===== config.mk =====
export PLATFORM = sky130hd
export DESIGN_NAME = tag_ram_cmp
export DESIGN_NICKNAME = d
export VERILOG_FILES = /design/src/rtl/tagram_pkg.sv /design/src/rtl/tagram_mode_dec.sv /design/src/rtl/tagram_clr_timer.sv /design/src/rtl/tagram_store.sv /design/src/rtl/tagram_cmp.sv /design/src/rtl/tag_ram_cmp.sv
export SDC_FILE = /design/constraint.sdc
export NUM_CORES = 2
export LEC_CHECK = 0
export BUFFER_PORTS_ARGS = -buffer_cell sky130_fd_sc_hd__buf_4
export CAP_MARGIN = 20
export CORE_MARGIN = 2
export CORE_UTILIZATION = 50
export CTS_CLUSTER_DIAMETER = 60
export DETAILED_ROUTE_END_ITERATION = 6
export GPL_TIMING_DRIVEN = 1
export PLACE_DENSITY = 0.65
export SLEW_MARGIN = 0
export SYNTH_ARGS = -nofsm -noshare
export SYNTH_HDL_FRONTEND = slang
export SYNTH_HIERARCHICAL = 1
export SYNTH_SLANG_ARGS = --single-unit

===== constraint.sdc =====
create_clock -name clk_i -period 3.8 [get_ports clk_i]
set_input_delay 0.19 -clock clk_i [delete_from_list [all_inputs] [get_ports clk_i]]
set_output_delay 0.19 -clock clk_i [all_outputs]
set_load 0.005 [all_outputs]

===== src/rtl/tagram_pkg.sv =====
package tagram_pkg;

  typedef enum logic [2:0] {
    MODE_CLEAR,
    MODE_WRITE,
    MODE_READ,
    MODE_ILLEGAL,
    MODE_COMPARE
  } tag_mode_e;

  // clear dominates; write+readback together is the forbidden combination
  function automatic tag_mode_e decode_mode(logic clr_n, logic we_n, logic oe_n);
    if (!clr_n)              return MODE_CLEAR;
    else if (!we_n && !oe_n) return MODE_ILLEGAL;
    else if (!we_n)          return MODE_WRITE;
    else if (!oe_n)          return MODE_READ;
    else                     return MODE_COMPARE;
  endfunction

endpackage


===== src/rtl/tagram_mode_dec.sv =====
module tagram_mode_dec
  import tagram_pkg::*;
(
  input  logic      clr_ni,
  input  logic      we_ni,
  input  logic      oe_ni,
  output tag_mode_e mode_o
);
  assign mode_o = decode_mode(clr_ni, we_ni, oe_ni);
endmodule


===== src/rtl/tagram_clr_timer.sv =====
module tagram_clr_timer #(
  parameter int unsigned RECOV = 3
) (
  input  logic clk_i,
  input  logic rst_ni,
  input  logic clr_ni,
  output logic busy_o
);
  localparam int unsigned CNT_W = (RECOV < 1) ? 1 : $clog2(RECOV + 1);

  generate
    if (RECOV == 0) begin : g_no_recov
      assign busy_o = 1'b0;
    end else begin : g_recov
      logic [CNT_W-1:0] cnt_q;
      always_ff @(posedge clk_i or negedge rst_ni) begin
        if (!rst_ni)           cnt_q <= '0;
        else if (!clr_ni)      cnt_q <= CNT_W'(RECOV);
        else if (cnt_q != '0)  cnt_q <= cnt_q - 1'b1;
      end
      assign busy_o = (cnt_q != '0);
    end
  endgenerate
endmodule


===== src/rtl/tagram_store.sv =====
module tagram_store #(
  parameter int unsigned TAG_W = 12,
  parameter int unsigned DEPTH = 64,
  localparam int unsigned IDX_W = $clog2(DEPTH)
) (
  input  logic             clk_i,
  input  logic             rst_ni,
  input  logic             flash_clr_i,
  input  logic             wr_en_i,
  input  logic [IDX_W-1:0] idx_i,
  input  logic [TAG_W-1:0] wr_tag_i,
  input  logic             wr_valid_i,
  input  logic             wr_dirty_i,
  output logic [TAG_W-1:0] rd_tag_o,
  output logic             rd_valid_o,
  output logic             rd_dirty_o
);
  logic [TAG_W-1:0] tag_q [DEPTH];
  logic [DEPTH-1:0] valid_q;
  logic [DEPTH-1:0] dirty_q;

  // tag words survive a flash clear
  always_ff @(posedge clk_i or negedge rst_ni) begin
    if (!rst_ni) begin
      for (int e = 0; e < int'(DEPTH); e++) tag_q[e] <= '0;
    end else if (wr_en_i) begin
      tag_q[idx_i] <= wr_tag_i;
    end
  end

  always_ff @(posedge clk_i or negedge rst_ni) begin
    if (!rst_ni) begin
      valid_q <= '0;
      dirty_q <= '0;
    end else if (flash_clr_i) begin
      valid_q <= '0;
      dirty_q <= '0;
    end else if (wr_en_i) begin
      valid_q[idx_i] <= wr_valid_i;
      dirty_q[idx_i] <= wr_dirty_i;
    end
  end

  assign rd_tag_o   = tag_q[idx_i];
  assign rd_valid_o = valid_q[idx_i];
  assign rd_dirty_o = dirty_q[idx_i];
endmodule


===== src/rtl/tagram_cmp.sv =====
module tagram_cmp #(
  parameter int unsigned TAG_W = 12
) (
  input  logic [TAG_W-1:0] a_i,
  input  logic [TAG_W-1:0] b_i,
  output logic             eq_o
);
  logic [TAG_W-1:0] same;
  generate
    for (genvar g = 0; g < int'(TAG_W); g++) begin : g_bit
      assign same[g] = ~(a_i[g] ^ b_i[g]);
    end
  endgenerate
  assign eq_o = &same;
endmodule


===== src/rtl/tag_ram_cmp.sv =====
module tag_ram_cmp
  import tagram_pkg::*;
#(
  parameter int unsigned TAG_W     = 12,
  parameter int unsigned DEPTH     = 64,
  parameter int unsigned CLR_RECOV = 3,
  localparam int unsigned IDX_W    = $clog2(DEPTH)
) (
  input  logic             clk_i,
  input  logic             rst_ni,
  input  logic [IDX_W-1:0] idx_i,
  input  logic [TAG_W-1:0] tag_i,
  input  logic             valid_i,
  input  logic             dirty_i,
  input  logic             we_ni,
  input  logic             oe_ni,
  input  logic             clr_ni,
  output logic [TAG_W-1:0] tag_o,
  output logic             tag_oe_o,
  output logic             match_o,
  output logic             valid_o,
  output logic             dirty_o
);
  tag_mode_e        mode;
  logic             busy;
  logic             wr_en;
  logic [TAG_W-1:0] rd_tag;
  logic             rd_valid;
  logic             rd_dirty;
  logic             tag_eq;

  tagram_mode_dec u_dec (
    .clr_ni (clr_ni),
    .we_ni  (we_ni),
    .oe_ni  (oe_ni),
    .mode_o (mode)
  );

  tagram_clr_timer #(.RECOV(CLR_RECOV)) u_timer (
    .clk_i  (clk_i),
    .rst_ni (rst_ni),
    .clr_ni (clr_ni),
    .busy_o (busy)
  );

  assign wr_en = (mode == MODE_WRITE) && !busy;

  tagram_store #(.TAG_W(TAG_W), .DEPTH(DEPTH)) u_store (
    .clk_i       (clk_i),
    .rst_ni      (rst_ni),
    .flash_clr_i (mode == MODE_CLEAR),
    .wr_en_i     (wr_en),
    .idx_i       (idx_i),
    .wr_tag_i    (tag_i),
    .wr_valid_i  (valid_i),
    .wr_dirty_i  (dirty_i),
    .rd_tag_o    (rd_tag),
    .rd_valid_o  (rd_valid),
    .rd_dirty_o  (rd_dirty)
  );

  tagram_cmp #(.TAG_W(TAG_W)) u_cmp (
    .a_i  (tag_i),
    .b_i  (rd_tag),
    .eq_o (tag_eq)
  );

  always_comb begin
    tag_o    = '0;
    tag_oe_o = 1'b0;
    match_o  = 1'b0;
    valid_o  = 1'b0;
    dirty_o  = 1'b0;
    unique case (mode)
      MODE_CLEAR: ;
      MODE_WRITE: begin
        valid_o = valid_i;
        dirty_o = dirty_i;
      end
      MODE_READ, MODE_ILLEGAL: begin
        tag_oe_o = 1'b1;
        tag_o    = rd_tag;
        valid_o  = rd_valid;
        dirty_o  = rd_dirty;
      end
      MODE_COMPARE: begin
        match_o = rd_valid & tag_eq;
        valid_o = rd_valid;
        dirty_o = rd_dirty;
      end
      default: ;
    endcase
  end
endmodule


==> impl_metrics.py <==
metrics = {
    "layout": {
        "syn2layout_area_growth_pct": 14.5,
        "fill_cells": 6685,
        "multiInputGateArea_um2": 17900,
        "fin_nets": 3497,
        "final_util": 0.575,
        "antenna-diode-count": 0,
        "drive_gt1_frac": 0.384,
        "seq_area_um2": 22500,
        "final_area_um2": 47900,
    },
    "setup_path": {
        "r2r_slack_ps": 500,
        "slowest_stage": "and2b_1",
        "cp_common_cell": "buf_4",
        "crit_arrival_ps": 3670,
        "reg2reg_depth": 10,
        "timing.rr.end": "u_store/tag_q[657]",
        "crit_buf_inv": 3,
        "end_kind": "output port",
        "path_delay_family": "simple AND/OR/NAND/NOR gates",
        "critical_path.cell_chain": "buf_4 -> and2b_1 -> a221oi_1 -> o31a_1 -> nor4_1 -> or3_1 -> xnor2_1 -> nand4_1 -> nor3_2 -> buf_4 -> and2_1 -> buf_4",
        "crit_fanout": 15,
        "crit_start": "idx_i[0]",
        "crit_end": "match_o",
        "slowest_delay_ps": 930,
        "cp.required_ps": 3610,
        "critPathKind": "in2out",
        "crit_cells": 12,
        "reg2reg_from": "u_timer/g_recov.cnt_q[0]",
        "startpoint_type": "input pin",
    },
    "timing": {
        "final.setup_skew_ps": 22.6,
        "fmax_ghz": 0.259,
        "tightest_slew_ps": 1130,
        "slew_viol_final": 0,
        "min_period_over_period": 1.02,
        "setup_tns_ps": -62.7,
        "hold_viol_final": 0,
        "slew_headroom": 0.249,
        "rsz0062_at_grt": "true",
        "fin_crit_ps": 3860,
        "finalSetupViolCount": 1,
        "setup_slack_ps": -62.7,
    },
    "yosys": {
        "synthXorXnorAreaFrac": 0.00272,
        "syn_area_per_cell_um2": 12.2,
        "synth_cells": 3426,
        "synth.area.top_cells": "dfrtp_1 (54%), mux2_2 (22%), a221oi_1 (3.6%), a22oi_1 (2.7%), a21oi_1 (2.1%)",
        "ys_types": 73,
        "synth-seq-cells": 898,
        "synthArstFlopShare": 1.00,
        "synth_top_family_by_area": "multiplexers",
        "synth_compound_area_frac": 0.125,
        "yosys_warnings": 6,
        "synth_most_common_cell": "dfrtp_1",
        "yosys.area_share.simple": 0.0580,
        "synthMuxAreaShare": 0.236,
        "synthesis.area_um2": 41800,
        "synth-edff-count": 0,
        "ys.flop_type": "dfrtp_1",
        "synth_top_area_share": 0.538,
        "synth_fa_ha_area_frac": 0.000299,
        "synth_fp_nets": 3452,
        "synth_common_cells": "dfrtp_1 (898), mux2_2 (813), nand2_1 (209)",
        "yosysSeqAreaShare": 0.538,
        "yosysTopAreaCell": "dfrtp_1",
    },
    "power_and_ir_drop": {
        "worst_ir_drop_vdd_v": 0.000329,
        "finalPower_w": 0.0212,
        "p_leak_nw": 22.4,
        "power_density_nw_per_um2": 444,
    },
    "global_route": {
        "grt_pass1_vias": 31900,
        "grt_pass1_wl_mm": 218,
        "grt_overflow": 0,
        "antenna_found_initial": 7,
        "grt_max_degree": 131,
        "grtUsageTotal": 0.344,
    },
    "place": {
        "place_area_um2": 44300,
        "pre_cts_ws_ps": -93.7,
        "hpwl_mm": 94.3,
        "numPortBuffers": 40,
        "place_congestion": 0.982,
    },
    "floorplanning": {
        "dieArea_um2": 85900,
        "num_rows": 106,
        "ios": 41,
        "die_w_um": 293,
        "core_area_um2": 83200,
        "die_height_um": 293,
        "initial_utilization": 0.503,
    },
    "routing": {
        "antenna_left": 0,
        "avgRoutedWirePerCell_um": 32.1,
        "dr.first_iter.drc_count": 3978,
        "routed_via_density": 6.83,
        "drt-total-wl_mm": 149,
        "vias": 31600,
        "dr.pass1.iters": 5,
        "drc": 0,
    },
    "clocking": {
        "cts_buffers": 98,
        "root_buffer": "clkbuf_16",
        "path_clk_slew_ps": 60,
        "cts_tree": "done",
        "clk_latency_ps": 700,
        "cts.sinks": 898,
        "cts_buffer_depth": 3,
        "h-tree-depth": 3,
    },
    "run_status": {
        "status": "finished with violations",
        "violations": "setup timing",
    },
    "run": {
        "cap_violations": 0,
    },
    "hold_path": {
        "min_path_type": "in2async",
    },
}
[per-stage QoR]
stage | hold WS (ps) | std cells
2_1_floorplan | -106 | 3426
3_3_place_gp | 231 | 4448
3_5_place_dp | 231 | 4448
4_1_cts | 106 | 4626
5_1_grt | 131 | 4626
6_report | 88.6 | 4626
[routing by layer]
layer  global-route usage  share of wire  up-vias  routed length [um]
li1                     -              -    12800                   -
met2                0.526           0.45     1711               66700
met4                0.193          0.065        8                9660
met3               0.0688          0.088      437               13100
met5                    0        0.00032        -                  47
met1                0.462           0.40    16600               59000
[cells by family (layout without fill, tap and decap cells)]
family | after synthesis | after routing
flip-flops | 898 | 898
multiplexers | 864 | 864
AO/OA/AOI/OAI | 754 | 754
AND/OR/NAND/NOR | 520 | 522
buffers and inverters | 376 | 494
XOR/XNOR | 13 | 13
adder cells (fa/ha/maj) | 1 | 1
[cell type report]
class / instances / area share
multi-input cells: 2154 / 0.374
inverters: 6 / 0.000471
clock inverters: 35 / 0.0105
repair buffers: 313 / 0.0579
clock buffers: 140 / 0.0592
well taps: 1080 / 0.0282
flip-flops and latches: 898 / 0.470
[layout by cell type (no fill, tap or decap), types with 8 or more instances in the layout]
master / count
dfrtp_1: 898
mux2_2: 813
buf_4: 276
nand2_1: 208
a21oi_1: 168
a221oi_1: 163
a22oi_1: 148
o21ai_0: 115
clkbuf_16: 100
nor2_1: 99
nand3_1: 82
o22ai_1: 34
buf_12: 32
nor3_1: 29
mux2i_1: 25
clkbuf_1: 22
clkbuf_8: 18
o221ai_1: 17
and2_1: 15
a22o_1: 15
mux4_2: 14
o32ai_1: 13
a31oi_1: 11
bufinv_16: 10
clkinv_2: 10
nand4_1: 10
mux2_1: 10
xnor2_1: 9
o22a_1: 9
a221oi_2: 9
nor2b_1: 8
[power breakdown]
| group | switching (W) | internal [W] |
|---|---|---|
| clock network | 0.00402 | 0.00587 |
| registers | 0.0000533 | 0.00966 |
| logic | 0.00118 | 0.000453 |
[flip-flops by register name, indices dropped and copies added, names as in the netlist]
signal / count
u_store/tag_q: 768
u_store/dirty_q: 64
u_store/valid_q: 64
u_timer/g_recov.cnt_q: 2
[how the worst min path moves through the flow]
stage	end	slack, ps	startpoint	depth (start not counted)
after floorplan	u_store/dirty_q[0]	-110	rst_ni	0
after global placement	u_store/tag_q[676]	230	rst_ni	1
after detailed placement	u_store/tag_q[760]	230	rst_ni	1
after CTS	u_store/tag_q[688]	110	rst_ni	2
after global routing	u_store/valid_q[63]	130	valid_i	3
final	u_store/tag_q[685]	90	rst_ni	2
[repair_timing]
| action | in CTS | in global routing |
|---|---|---|
| hold endpoints to repair | 62 | 0 |
| setup buffers | 0 | 0 |
| hold buffers | 2 | 0 |
| gates cloned | 1 | 1 |
| pin swaps | 5 | 7 |
| setup endpoints to repair | 1 | 1 |
| resized for setup | 22 | 17 |
No activity file was read; power rests on OpenSTA's default activity.
